==> src/rtl/lane_accum_pkg.sv <==
package lane_accum_pkg;

  // Number of 12-bit-style segments the carry chain is built from.
  localparam int NSEG = 4;

  typedef enum logic [1:0] {
    LANES1 = 2'd0,
    LANES2 = 2'd1,
    LANES4 = 2'd2
  } laneSplit_t;

  // Strobes from the decoder to the datapath.
  typedef struct packed {
    laneSplit_t       lanes;     // how segment carries map to lane carries
    logic [NSEG-1:1]  segCut;    // 1: segment starts a new lane
    logic             invY;      // subtract: invert second operand, carry-in 1
    logic             selAccum;  // first operand is the held result
    logic             selCasc;   // second operand is the cascade input
  } strobes_t;

endpackage

==> src/rtl/lane_accum_ctrl.sv <==
module lane_accum_ctrl
  import lane_accum_pkg::*;
(
  input  logic [1:0] simdMode,
  input  logic [1:0] opSel,
  output strobes_t   stb
);

  always_comb begin
    stb = '0;
    unique case (simdMode)
      2'b01: begin
        stb.lanes  = LANES2;
        stb.segCut = 3'b010;   // cut at segment 2 (bit 24)
      end
      2'b10: begin
        stb.lanes  = LANES4;
        stb.segCut = 3'b111;   // cut at bits 12, 24, 36
      end
      default: begin           // 00 and reserved 11
        stb.lanes  = LANES1;
        stb.segCut = 3'b000;
      end
    endcase
    stb.invY     = (opSel == 2'b01);
    stb.selAccum = opSel[1];
    stb.selCasc  = (opSel == 2'b11);
  end

endmodule

==> src/rtl/lane_accum_dp.sv <==
module lane_accum_dp
  import lane_accum_pkg::*;
#(
  parameter int SEG_W = 12
) (
  input  logic                  clk,
  input  logic                  rst,
  input  logic                  ce,
  input  strobes_t              stb,
  input  logic [SEG_W*NSEG-1:0] aIn,
  input  logic [SEG_W*NSEG-1:0] bIn,
  input  logic [SEG_W*NSEG-1:0] cascIn,
  output logic [SEG_W*NSEG-1:0] pQ,
  output logic [NSEG-1:0]       carryQ
);

  localparam int W = SEG_W * NSEG;

  logic [W-1:0]    xOp;
  logic [W-1:0]    yRaw;
  logic [W-1:0]    yOp;
  logic [W-1:0]    sumV;
  logic [NSEG-1:0] segCo;
  logic [NSEG-1:0] carryNext;

  assign xOp  = stb.selAccum ? pQ : aIn;
  assign yRaw = stb.selCasc ? cascIn : bIn;
  assign yOp  = stb.invY ? ~yRaw : yRaw;

  // One adder per segment; carry-in either ripples or restarts a lane.
  for (genvar g = 0; g < NSEG; g++) begin : gSeg
    logic segCin;
    if (g == 0) begin : gFirst
      assign segCin = stb.invY;
    end else begin : gRest
      assign segCin = stb.segCut[g] ? stb.invY : segCo[g-1];
    end
    assign {segCo[g], sumV[g*SEG_W +: SEG_W]} =
      {1'b0, xOp[g*SEG_W +: SEG_W]} + {1'b0, yOp[g*SEG_W +: SEG_W]}
      + (SEG_W+1)'(segCin);
  end

  // Report the carry of each lane's top segment on the lane's index.
  always_comb begin
    carryNext = '0;
    unique case (stb.lanes)
      LANES2: begin
        carryNext[0] = segCo[NSEG/2-1];
        carryNext[1] = segCo[NSEG-1];
      end
      LANES4:  carryNext = segCo;
      default: carryNext[0] = segCo[NSEG-1];
    endcase
  end

  always_ff @(posedge clk) begin
    if (rst) begin
      pQ     <= '0;
      carryQ <= '0;
    end else if (ce) begin
      pQ     <= sumV;
      carryQ <= carryNext;
    end
  end


  hold_when_idle_chk: assert property (@(posedge clk) disable iff (rst)
    (!ce) |=> ($stable(pQ) && $stable(carryQ)));


  accum_zero_keeps_chk: assert property (@(posedge clk) disable iff (rst)
    (ce && stb.selAccum && !stb.selCasc && (bIn == '0)) |=> $stable(pQ));

endmodule

==> src/rtl/lane_accum.sv <==
module lane_accum
  import lane_accum_pkg::*;
#(
  parameter int SEG_W = 12
) (
  input  logic                  clk,
  input  logic                  rst,
  input  logic                  ce,
  input  logic [1:0]            simdMode,
  input  logic [1:0]            opSel,
  input  logic [SEG_W*NSEG-1:0] aIn,
  input  logic [SEG_W*NSEG-1:0] bIn,
  input  logic [SEG_W*NSEG-1:0] cascIn,
  output logic [SEG_W*NSEG-1:0] pOut,
  output logic [NSEG-1:0]       carryOut,
  output logic [SEG_W*NSEG-1:0] cascOut
);

  strobes_t stb;

  lane_accum_ctrl uCtrl (
    .simdMode (simdMode),
    .opSel    (opSel),
    .stb      (stb)
  );

  lane_accum_dp #(.SEG_W(SEG_W)) uDp (
    .clk    (clk),
    .rst    (rst),
    .ce     (ce),
    .stb    (stb),
    .aIn    (aIn),
    .bIn    (bIn),
    .cascIn (cascIn),
    .pQ     (pOut),
    .carryQ (carryOut)
  );

  assign cascOut = pOut;


  single_lane_carry_chk: assert property (@(posedge clk) disable iff (rst)
    (ce && (simdMode[0] == simdMode[1])) |=> (carryOut[NSEG-1:1] == '0));


  dual_lane_carry_chk: assert property (@(posedge clk) disable iff (rst)
    (ce && (simdMode == 2'b01)) |=> (carryOut[NSEG-1:2] == '0));


  cascade_tracks_chk: assert property (@(posedge clk) disable iff (rst)
    ce |=> (cascOut == pOut));

endmodule

==> config.mk <==
export PLATFORM = sky130hd
export DESIGN_NAME = lane_accum
export DESIGN_NICKNAME = d
export VERILOG_FILES = /design/src/rtl/lane_accum_pkg.sv /design/src/rtl/lane_accum_ctrl.sv /design/src/rtl/lane_accum_dp.sv /design/src/rtl/lane_accum.sv
export SDC_FILE = /design/constraint.sdc
export NUM_CORES = 1
export LEC_CHECK = 0
export BUFFER_PORTS_ARGS = -buffer_cell sky130_fd_sc_hd__buf_2
export CAP_MARGIN = 40
export CELL_PAD_IN_SITES_DETAIL_PLACEMENT = 1
export CELL_PAD_IN_SITES_GLOBAL_PLACEMENT = 1
export CORE_ASPECT_RATIO = 1.2
export CORE_UTILIZATION = 34
export CTS_BUF_LIST = sky130_fd_sc_hd__clkbuf_8 sky130_fd_sc_hd__clkbuf_16
export DETAILED_ROUTE_END_ITERATION = 7
export GPL_TIMING_DRIVEN = 0
export HOLD_SLACK_MARGIN = 0.12
export PLACE_DENSITY_LB_ADDON = 0.08
export SLEW_MARGIN = 20
export SYNTH_ARGS = -nofsm -noshare
export SYNTH_HDL_FRONTEND = slang
export SYNTH_SLANG_ARGS = --single-unit
==> constraint.sdc <==
create_clock -name clk -period 11.9 [get_ports clk]
set_input_delay 0.595 -clock clk [delete_from_list [all_inputs] [get_ports clk]]
set_output_delay 0.595 -clock clk [all_outputs]
set_load 0.1 [all_outputs]
==> Word-level counts from Yosys, hierarchy flattened <==
Cells that the tools add are included.
{ "classes": {"bitwise_logic": 1, "addsub": 8, "mux": 10, "eq_ne": 6} }
{ "ops": {"columns": ["operator", "n"], "rows": [
  ["2-to-1 mux 48 bit", 3],
  ["adder 12 x 12 -> 13 bit", 4],
  ["adder 13 x 1 -> 13 bit", 4],
  ["inverter 48 bit", 1],
  ["case mux 5 bit (2 select lines)", 1],
  ["equality test 2 x 1 -> 1 bit, second input constant", 3],
  ["equality test 2 bit, second input constant", 3],
  ["case mux 1 bit (2 select lines)", 2],
  ["2-to-1 mux 1 bit", 3],
  ["2-to-1 mux 2 bit", 1]
]} }
{ "word_totals": {"output_inout_bits": 100, "inputBits": 151, "wordCells": 27, "reg_bits": 52} }

==> Longest topological paths before layout <==
Gate-level depths: netlist of the first run.
{ "logic_depth": {"word_depth": 13, "mapped_depth": 37, "mapped_depth_nobuf": 34} }

==> Cells and area by module <==
Synthesis of the first run repeated with hierarchy kept, for this count alone.
{ "hier_totals": {"hier_cells": 724, "area_unflattened_um2": 6024.5} }
{ "modules_own_cells": {"columns": ["mod", "instances", "seq_area_each_um2", "cells_each", "area_each_um2"], "rows": [
  ["lane_accum_dp", 1, 1041.0, 666, 5589.1],
  ["lane_accum", 1, 0.0, 48, 360.3],
  ["lane_accum_ctrl", 1, 0.0, 10, 75.1]
]} }

==> Least setup slack after synthesis of the first run <==
OpenSTA, ideal clock, no wires.
{ "synth_timing": {"path_type": "in2reg", "start": "input port opSel[1]", "end": "register uDp.pQ[46]", "stages": 37, "setup_time_ps": 118, "slack_ps": 2857, "n_path_buf": 3, "required_time_ps": 11782, "arrival_time_ps": 8925, "path_cell_list": "clkbuf_1 clkbuf_1 clkbuf_1 nor2_1 a21oi_1 a21oi_1 fa_1 a211oi_1 o21ai_0 a31oi_1 o21ai_0 a21oi_1 mux2i_1 fa_1 fa_1 a211oi_1 o21bai_1 and3_1 o21a_1 o21ai_0 o21ai_0 fa_1 fa_1 a21oi_1 nor2_1 o311ai_1 a21oi_1 o21ai_0 a22oi_1 fa_1 fa_1 a21oi_1 o21ai_1 a21oi_1 a21oi_1 o31a_1 a32o_1"} }
{ "synth_via": {"elab_chain_cells": 12, "elab_cells_between_ends": 17, "cone_classes": "add/sub: 8; eq/ne: 2; mux: 6; bitwise: 1"} }
{ "synth_rtl": {"columns": ["item", "line", "rtl"], "rows": [
  ["from (decl)", "lane_accum.sv:10", "input logic [1:0] opSel,"],
  ["equality test 2 bit", "lane_accum_ctrl.sv:27", "stb.selCasc = (opSel == 2'b11);"],
  ["2-to-1 mux 48 bit", "lane_accum_dp.sv:27", "assign yRaw = stb.selCasc ? cascIn : bIn;"],
  ["inverter 48 bit", "lane_accum_dp.sv:28", "assign yOp = stb.invY ? ~yRaw : yRaw;"],
  ["2-to-1 mux 48 bit", "lane_accum_dp.sv:28", null],
  ["adder 12 x 12 -> 13 bit", "lane_accum_dp.sv:39", "{1'b0, xOp[g*SEG_W +: SEG_W]} + {1'b0, yOp[g*SEG_W +: SEG_W]}"],
  ["adder 13 x 1 -> 13 bit", "lane_accum_dp.sv:40", "+ (SEG_W+1)'(segCin);"],
  ["2-to-1 mux 1 bit", "lane_accum_dp.sv:36", "assign segCin = stb.segCut[g] ? stb.invY : segCo[g-1];"],
  ["adder 13 x 1 -> 13 bit", "lane_accum_dp.sv:40", null],
  ["2-to-1 mux 1 bit", "lane_accum_dp.sv:36", null],
  ["adder 13 x 1 -> 13 bit", "lane_accum_dp.sv:40", null],
  ["2-to-1 mux 1 bit", "lane_accum_dp.sv:36", null],
  ["adder 13 x 1 -> 13 bit *", "lane_accum_dp.sv:40", null],
  ["to (signal assigned)", "lane_accum_dp.sv:61", "pQ <= sumV;"],
  ["to (decl)", "lane_accum_dp.sv:13", "output logic [SEG_W*NSEG-1:0] pQ,"]
]} }
Mark *: on every way between the ends. The rest lies on a longest branch, timed or not.
A chain may end at the register's enable or synchronous reset.

==> Final worst setup path of the first run <==
Same ends and word-level chain as after synthesis.

==> results of run 1 <==
placed cells by master (no fill, tap or decap), drive strengths merged, types with 2 or more instances in the layout:
cell / n
diode: 3
a32oi: 2
nand2: 28
buf: 303
o21a: 3
nand4b: 3
a211o: 5
nor2b: 6
o311ai: 5
fa: 7
ha: 47
nor2: 140
mux2: 47
o21ai: 32
a2bb2oi: 2
xnor2: 19
a211oi: 17
clkinv: 4
inv: 15
a41oi: 3
a21boi: 2
a21o: 12
xor2: 11
a31oi: 6
nand2b: 10
nand3: 9
nor3: 7
a21oi: 119
mux2i: 25
clkbuf: 43
o22ai: 6
o211ai: 4
nor3b: 7
dfxtp: 52
o31ai: 3
o21bai: 5
nand4: 5
or4b: 2
and3: 3
a22oi: 4
worst paths after layout:
path / start / to / slack (ns) / depth (start not counted)
max: opSel[1] / uDp.pQ[46] / 1.01 / 38
min: uDp.carryQ[3] / uDp.carryQ[3] / 0.49 / 2
max reg2reg: uDp.pQ[0] / uDp.pQ[46] / 2.22 / 33
min reg2reg: uDp.carryQ[3] / uDp.carryQ[3] / 0.49 / 2
what timing repair did:
| action | CTS | global route |
|---|---|---|
| setup endpoints to repair | 0 | 1 |
| resized for setup | 0 | 2 |
| hold buffers | 0 | 0 |
logic make-up (layout without fill, tap and decap cells):
| kind of cell | count (synthesis) | in the layout | synth area share (%) |
|---|---|---|---|
| other cells | 0 | 3 | 0 |
| fa+ha+maj | 54 | 54 | 12.4 |
| flops | 52 | 52 | 17.8 |
| simple gates | 223 | 223 | 16.8 |
| compound gates | 238 | 238 | 24.9 |
| buf+inv | 108 | 365 | 10.2 |
| xor+xnor | 30 | 30 | 4.49 |
| mux | 72 | 72 | 13.3 |
worst min-delay path, delay by kind of cell, from the launching register on:
family | cells | cell delay, ns
DFF | 1 | 0.33
and+or+nand+nor | 1 | 0.07
AOI/OAI and AO/OA | 1 | 0.06
synth_stat cells (3+ instances only):
library cell  count
a211o_1           5
a211oi_1         17
a21o_1           12
a21oi_1         119
a22oi_1           4
a31oi_1           6
a41oi_1           3
and3_1            3
buf_1             3
buf_4            48
clkbuf_1         38
dfxtp_1          52
fa_1              7
ha_1             47
inv_1            15
mux2_2           47
mux2i_1          25
nand2_1          28
nand2b_1          9
nand3_1           9
nand4_1           5
nand4b_1          3
nor2_1          140
nor2b_1           6
nor3_1            7
nor3b_1           7
o211ai_1          4
o21a_1            3
o21ai_0          27
o21ai_1           4
o21bai_1          5
o22ai_1           6
o311ai_1          3
xnor2_1          19
xor2_1           11
routing by layer:
metal	track usage, %	up-vias
met5	0	-
met4	6.79	0
met3	3.68	27
met2	46.2	172
met1	30.6	3184
li1	-	3251
flip-flops by register name, indices dropped and copies added, names as in the netlist:
| name | flops |
|---|---|
| uDp.pQ | 48 |
| uDp.carryQ | 4 |
where the power goes:
group	switching, mW	internal, mW
clock	0.0774	0.0781
sequential	0.0340	0.205
combinational	0.687	0.252
total	0.798	0.536
layout make-up:
type | count | area, µm² | share of cell area [%]
timing repair buffer | 249 | 1260 | 16.7
buffer | 92 | 537 | 7.13
sequential | 52 | 1040 | 13.8
clock buffer | 5 | 125 | 1.66
clock inverter | 3 | 18.8 | 0.249
multi-input combinational | 617 | 4210 | 55.9
antenna | 3 | 7.51 | 0.0997
inverter | 16 | 60.1 | 0.797
tap | 216 | 270 | 3.59
==> qor.yml, run 1 <==
status:
  status: "finished, final reports clean"
cts:
  cts_tree: "built"
  cts.sinks: 52
  h-tree-depth: 2
  cts_inserted_buffers: 5
  clkTransAtPathRegs_ns: 0.07
  clk_latency_ns: 0.31
  post_cts_buffers: 0
  max-clock-path-buffers: 2
  cts-root-buf: "clkbuf_16"
logic_synthesis:
  synth_nets: 982
  synth_top_area_share_pct: 17.8
  avgSynthCellArea_um2: 7.53
  synth_cells: 777
  synth_top_area_cell: "dfxtp_1"
  syn_area_um2: 5850
  ys_warn_count: 0
  ys_seq_area_share_pct: 17.8
  synthArstFlopShare_pct: 0
  synth_cell_types: 59
  synth-main-ff-cell: "dfxtp_1"
  synth_edf_count: 0
  ys_ff_latch: 52
  synth.top_cells.by_area: "dfxtp_1 (18%), a21oi_1 (10%), ha_1 (10%)"
routing:
  drtAntennaViolNets: 0
  wl_per_cell_um: 17.9
  top_layer: "met4"
  vias: 6634
  drt_iter0_markers: 208
  routed_wirelength_mm: 22.4
  via_per_inst: 5.29
  met2_wirelength_mm: 11.3
  drc_errors: 0
  wl_met3_um: 974
  m1WireLength_mm: 9.64
  drt_pass1_iterations: 4
place:
  place_area_um2: 7380
  port_buffers: 247
  dpl.cell_count: 1242
  place_hpwl_mm: 18.0
  place_congestion: 0.862
  place_ws_ns: 0.504
timing:
  setup-tns-final_ns: 0
  setup_slack_ns: 1.01
  slew_headroom_pct: 42.8
  finalCritPeriodShare_pct: 91.5
  max_freq_ghz: 0.0918
  rsz0062_at_grt: "no"
  finalCriticalPeriod_ns: 10.89
  hold_violations: 0
  fin_worst_skew_ns: 0.0113
  worst_pin_slew_ns: 0.858
  hold-worst-slack_ns: 0.491
  maxSlewViolCount: 0
  setup_viol: 0
setup_path:
  path_buf_inv: 4
  crit_path_start_kind: "primary input"
  cp.arrival_ns: 11.09
  critPathKind: "in2reg"
  cp-end-kind: "register"
  crit_path_frequent_cell: "a21oi_1"
  slowest_delay_ns: 0.54
  required_ns: 12.10
  crit_family: "compound AO/OA/AOI/OAI gates"
  slowest_stage: "fa_1"
  cp_max_fo: 10
finish:
  design_area_um2: 7530
  drive_above_1_share_pct: 34.9
  final_cells: 1253
  post-route-util_pct: 44.7
  n_fill_cell: 2220
  syn_to_final_growth_pct: 28.7
  fin_nets: 1238
floorplanning:
  core_um2: 16900
  die_y_um: 146
  io_pins: 251
  rows: 52
  die_x_um: 122
  die_area_um2: 17700
  start_util_pct: 34.7
job:
  cap_violations: 0
power:
  power_mw: 1.33
  power.leakage_nw: 3.74
  peakVddDrop_mv: 0.102
  powerDensity_nw_per_um2: 177
global_route:
  track_usage_pct: 25.4
  overflow: 0
  antenna_found_initial: 1
  grt_pass1_vias: 6606
  grt_pass1_wl_mm: 34.9
  grt_max_degree: 17
hold_path:
  hp-class: "reg2reg"
Power figures use the tool's default switching activity.
==> run 2, diff against run 1 <==
Settings changed: RECOVER_POWER set to 25.
==> run 2 against run 1 <==
Clock-buffer cell count unchanged. Setup slack worse by 0.026 ns. Final area down 0.63%. Global-route usage unchanged. Utilization down 0.28 points. Via count down 0.32%. Sequential share of layout area up 0.088 points. Largest cell class unchanged. Largest power group unchanged.
==> qor.yml, run 2 (synthesis results as in run 1) <==
status:
  status: "finished, final reports clean"
cts:
  clkTransAtPathRegs_ns: 0.07  # about the same
  h-tree-depth: 2  # unchanged
  max-clock-path-buffers: 2  # unchanged
  cts-root-buf: "clkbuf_16"
  ctsHoldBuffers: 0  # unchanged
  cts.sinks: 52  # unchanged
  cts_tree: "built"
  clk_latency_ns: 0.31  # about the same
  cts_inserted_buffers: 5  # unchanged
global_route:
  grt_max_degree: 17  # unchanged
  track_usage_pct: 25.4  # unchanged
  grt_pass1_vias: 6606  # unchanged
  grt_pass1_wl_mm: 34.9  # unchanged
  overflow: 0  # unchanged
  antenna_found_initial: 1  # unchanged
power:
  power.leakage_nw: 3.59  # -3.9%
  powerDensity_nw_per_um2: 177  # about the same
  power_mw: 1.33  # -0.55%
  peakVddDrop_mv: 0.101  # -1.4%
routing:
  drtAntennaViolNets: 0  # unchanged
  drc_errors: 0  # unchanged
  vias: 6613  # -0.32%
  drt_pass1_iterations: 4  # unchanged
  drt_iter0_markers: 240  # +15%
  wl_per_cell_um: 17.9  # about the same
  routed_wirelength_mm: 22.4  # about the same
  via_per_inst: 5.28  # -0.32%
finish:
  fin_nets: 1238  # unchanged
  largest_reg_flops: 48  # unchanged
  drive_above_1_share_pct: 31.2  # -3.7 points
  syn_to_final_growth_pct: 27.9
  final_common_cell: "buf_2"
  layout_common_cells: "buf_2 (211), nor2_1 (140), a21oi_1 (119)"
  biggestRegsByFlops: "uDp.pQ: 48 flops, uDp.carryQ: 4 flops"
  final_cells: 1253  # unchanged
  design_area_um2: 7480  # -0.63%
  top_register: "uDp.pQ"
setup_path:
  cp-end-kind: "register"
  slowest_stage: "o311ai_1"
  cp_max_fo: 10  # unchanged
  critPathKind: "in2reg"
  rr_endpoint: "uDp.pQ[46]"
  slowest_delay_ns: 0.54  # about the same
  crit_path_frequent_cell: "a21oi_1"
  crit_path_start_kind: "primary input"
  required_ns: 12.10  # about the same
  reg2reg_depth: 33  # unchanged
  r2r-start: "uDp.pQ[0]"
  cp.arrival_ns: 11.12  # +0.03 ns
  reg2reg_slack_ns: 2.20  # -0.02 ns
timing:
  worst_pin_slew_ns: 1.26  # +0.403 ns
  max_freq_ghz: 0.0916  # -0.23%
  fin_worst_skew_ns: 0.0111  # -0.000228 ns
  finalCritPeriodShare_pct: 91.7  # +0.21 points
  setup-tns-final_ns: 0  # unchanged
  hold_violations: 0  # unchanged
  maxSlewViolCount: 0  # unchanged
  slew_headroom_pct: 16.3  # -26 points
  rsz0062_at_grt: "no"
  setup_viol: 0  # unchanged
  finalCriticalPeriod_ns: 10.92  # +0.0256 ns
floorplanning:
  core_um2: 16900  # unchanged
  rows: 52  # unchanged
  start_util_pct: 34.7  # unchanged
  io_pins: 251  # unchanged
  die_area_um2: 17700  # unchanged
  die_y_um: 146  # unchanged
  die_x_um: 122  # unchanged
hold_path:
  worstHoldStart: "uDp.carryQ[3]"
  hold_depth: 2  # unchanged
  hp-class: "reg2reg"
  hold_end: "uDp.carryQ[3]"
place:
  place_area_um2: 7380  # unchanged
  place_hpwl_mm: 18.0  # unchanged
  dpl.cell_count: 1242  # unchanged
  place_congestion: 0.862  # unchanged
  port_buffers: 247  # unchanged
job:
  cap_violations: 0  # unchanged
## run 2: per-layer routing
| layer | part of all wire, % | track usage, % | wire, µm |
|---|---|---|---|
| met5 | 0 | 0 | 0 |
| met4 | 2.0 | 6.79 | 444 |
| met3 | 5.1 | 3.68 | 1140 |
| met2 | 51 | 46.2 | 11300 |
| met1 | 42 | 30.6 | 9470 |
## run 2: worst max-delay path, delay by kind of cell
kind / cells / cell delay (ns)
compound gates: 23 / 5.27
fa+ha+maj: 7 / 3.38
buf+inv: 4 / 1.28
mux: 1 / 0.20
simple gates: 3 / 0.38
## run 2: layout make-up
cell class	instances	area (µm²)
clock buffer	5	125
clock inverter	3	18.8
sequential	52	1040
tap	216	270
inverter	16	60.1
buffer	92	537
fill	2236	9370
antenna	3	7.51
timing repair buffer	249	1210
multi-input combinational	617	4210
## run 2: repair_timing
action,CTS,global route
resized for setup,0,2
endpoints found under the setup margin,0,1
setup buffers,0,0
## run 2: through the flow
stage / hold slack, ns / setup slack (ns) / util (%)
2_1_floorplan: 0.895 / 2.86 / -
3_3_place_gp: 0.473 / 0.530 / 43.7
3_5_place_dp: 0.472 / 0.504 / 43.8
4_1_cts: 0.490 / 0.778 / 44.6
5_1_grt: 0.517 / 0.111 / 44.4
6_report: 0.495 / 0.984 / 44.4
## run 2: worst max-delay path by stage
stage | from | to | slack [ns] | cells past startpoint
finish | opSel[1] | uDp.pQ[46] | 0.98 | 38
global route | opSel[1] | uDp.pQ[46] | 0.11 | 38
CTS | opSel[1] | uDp.pQ[46] | 0.78 | 38
detailed placement | opSel[1] | uDp.pQ[46] | 0.50 | 38
global placement | opSel[1] | uDp.pQ[46] | 0.53 | 38
floorplan | opSel[1] | uDp.pQ[46] | 2.86 | 37
## run 2: where the power goes
group | switching, mW | total, mW | internal [mW]
registers | 0.0348 | 0.240 | 0.205
clock network | 0.0765 | 0.155 | 0.0781
logic | 0.686 | 0.932 | 0.246
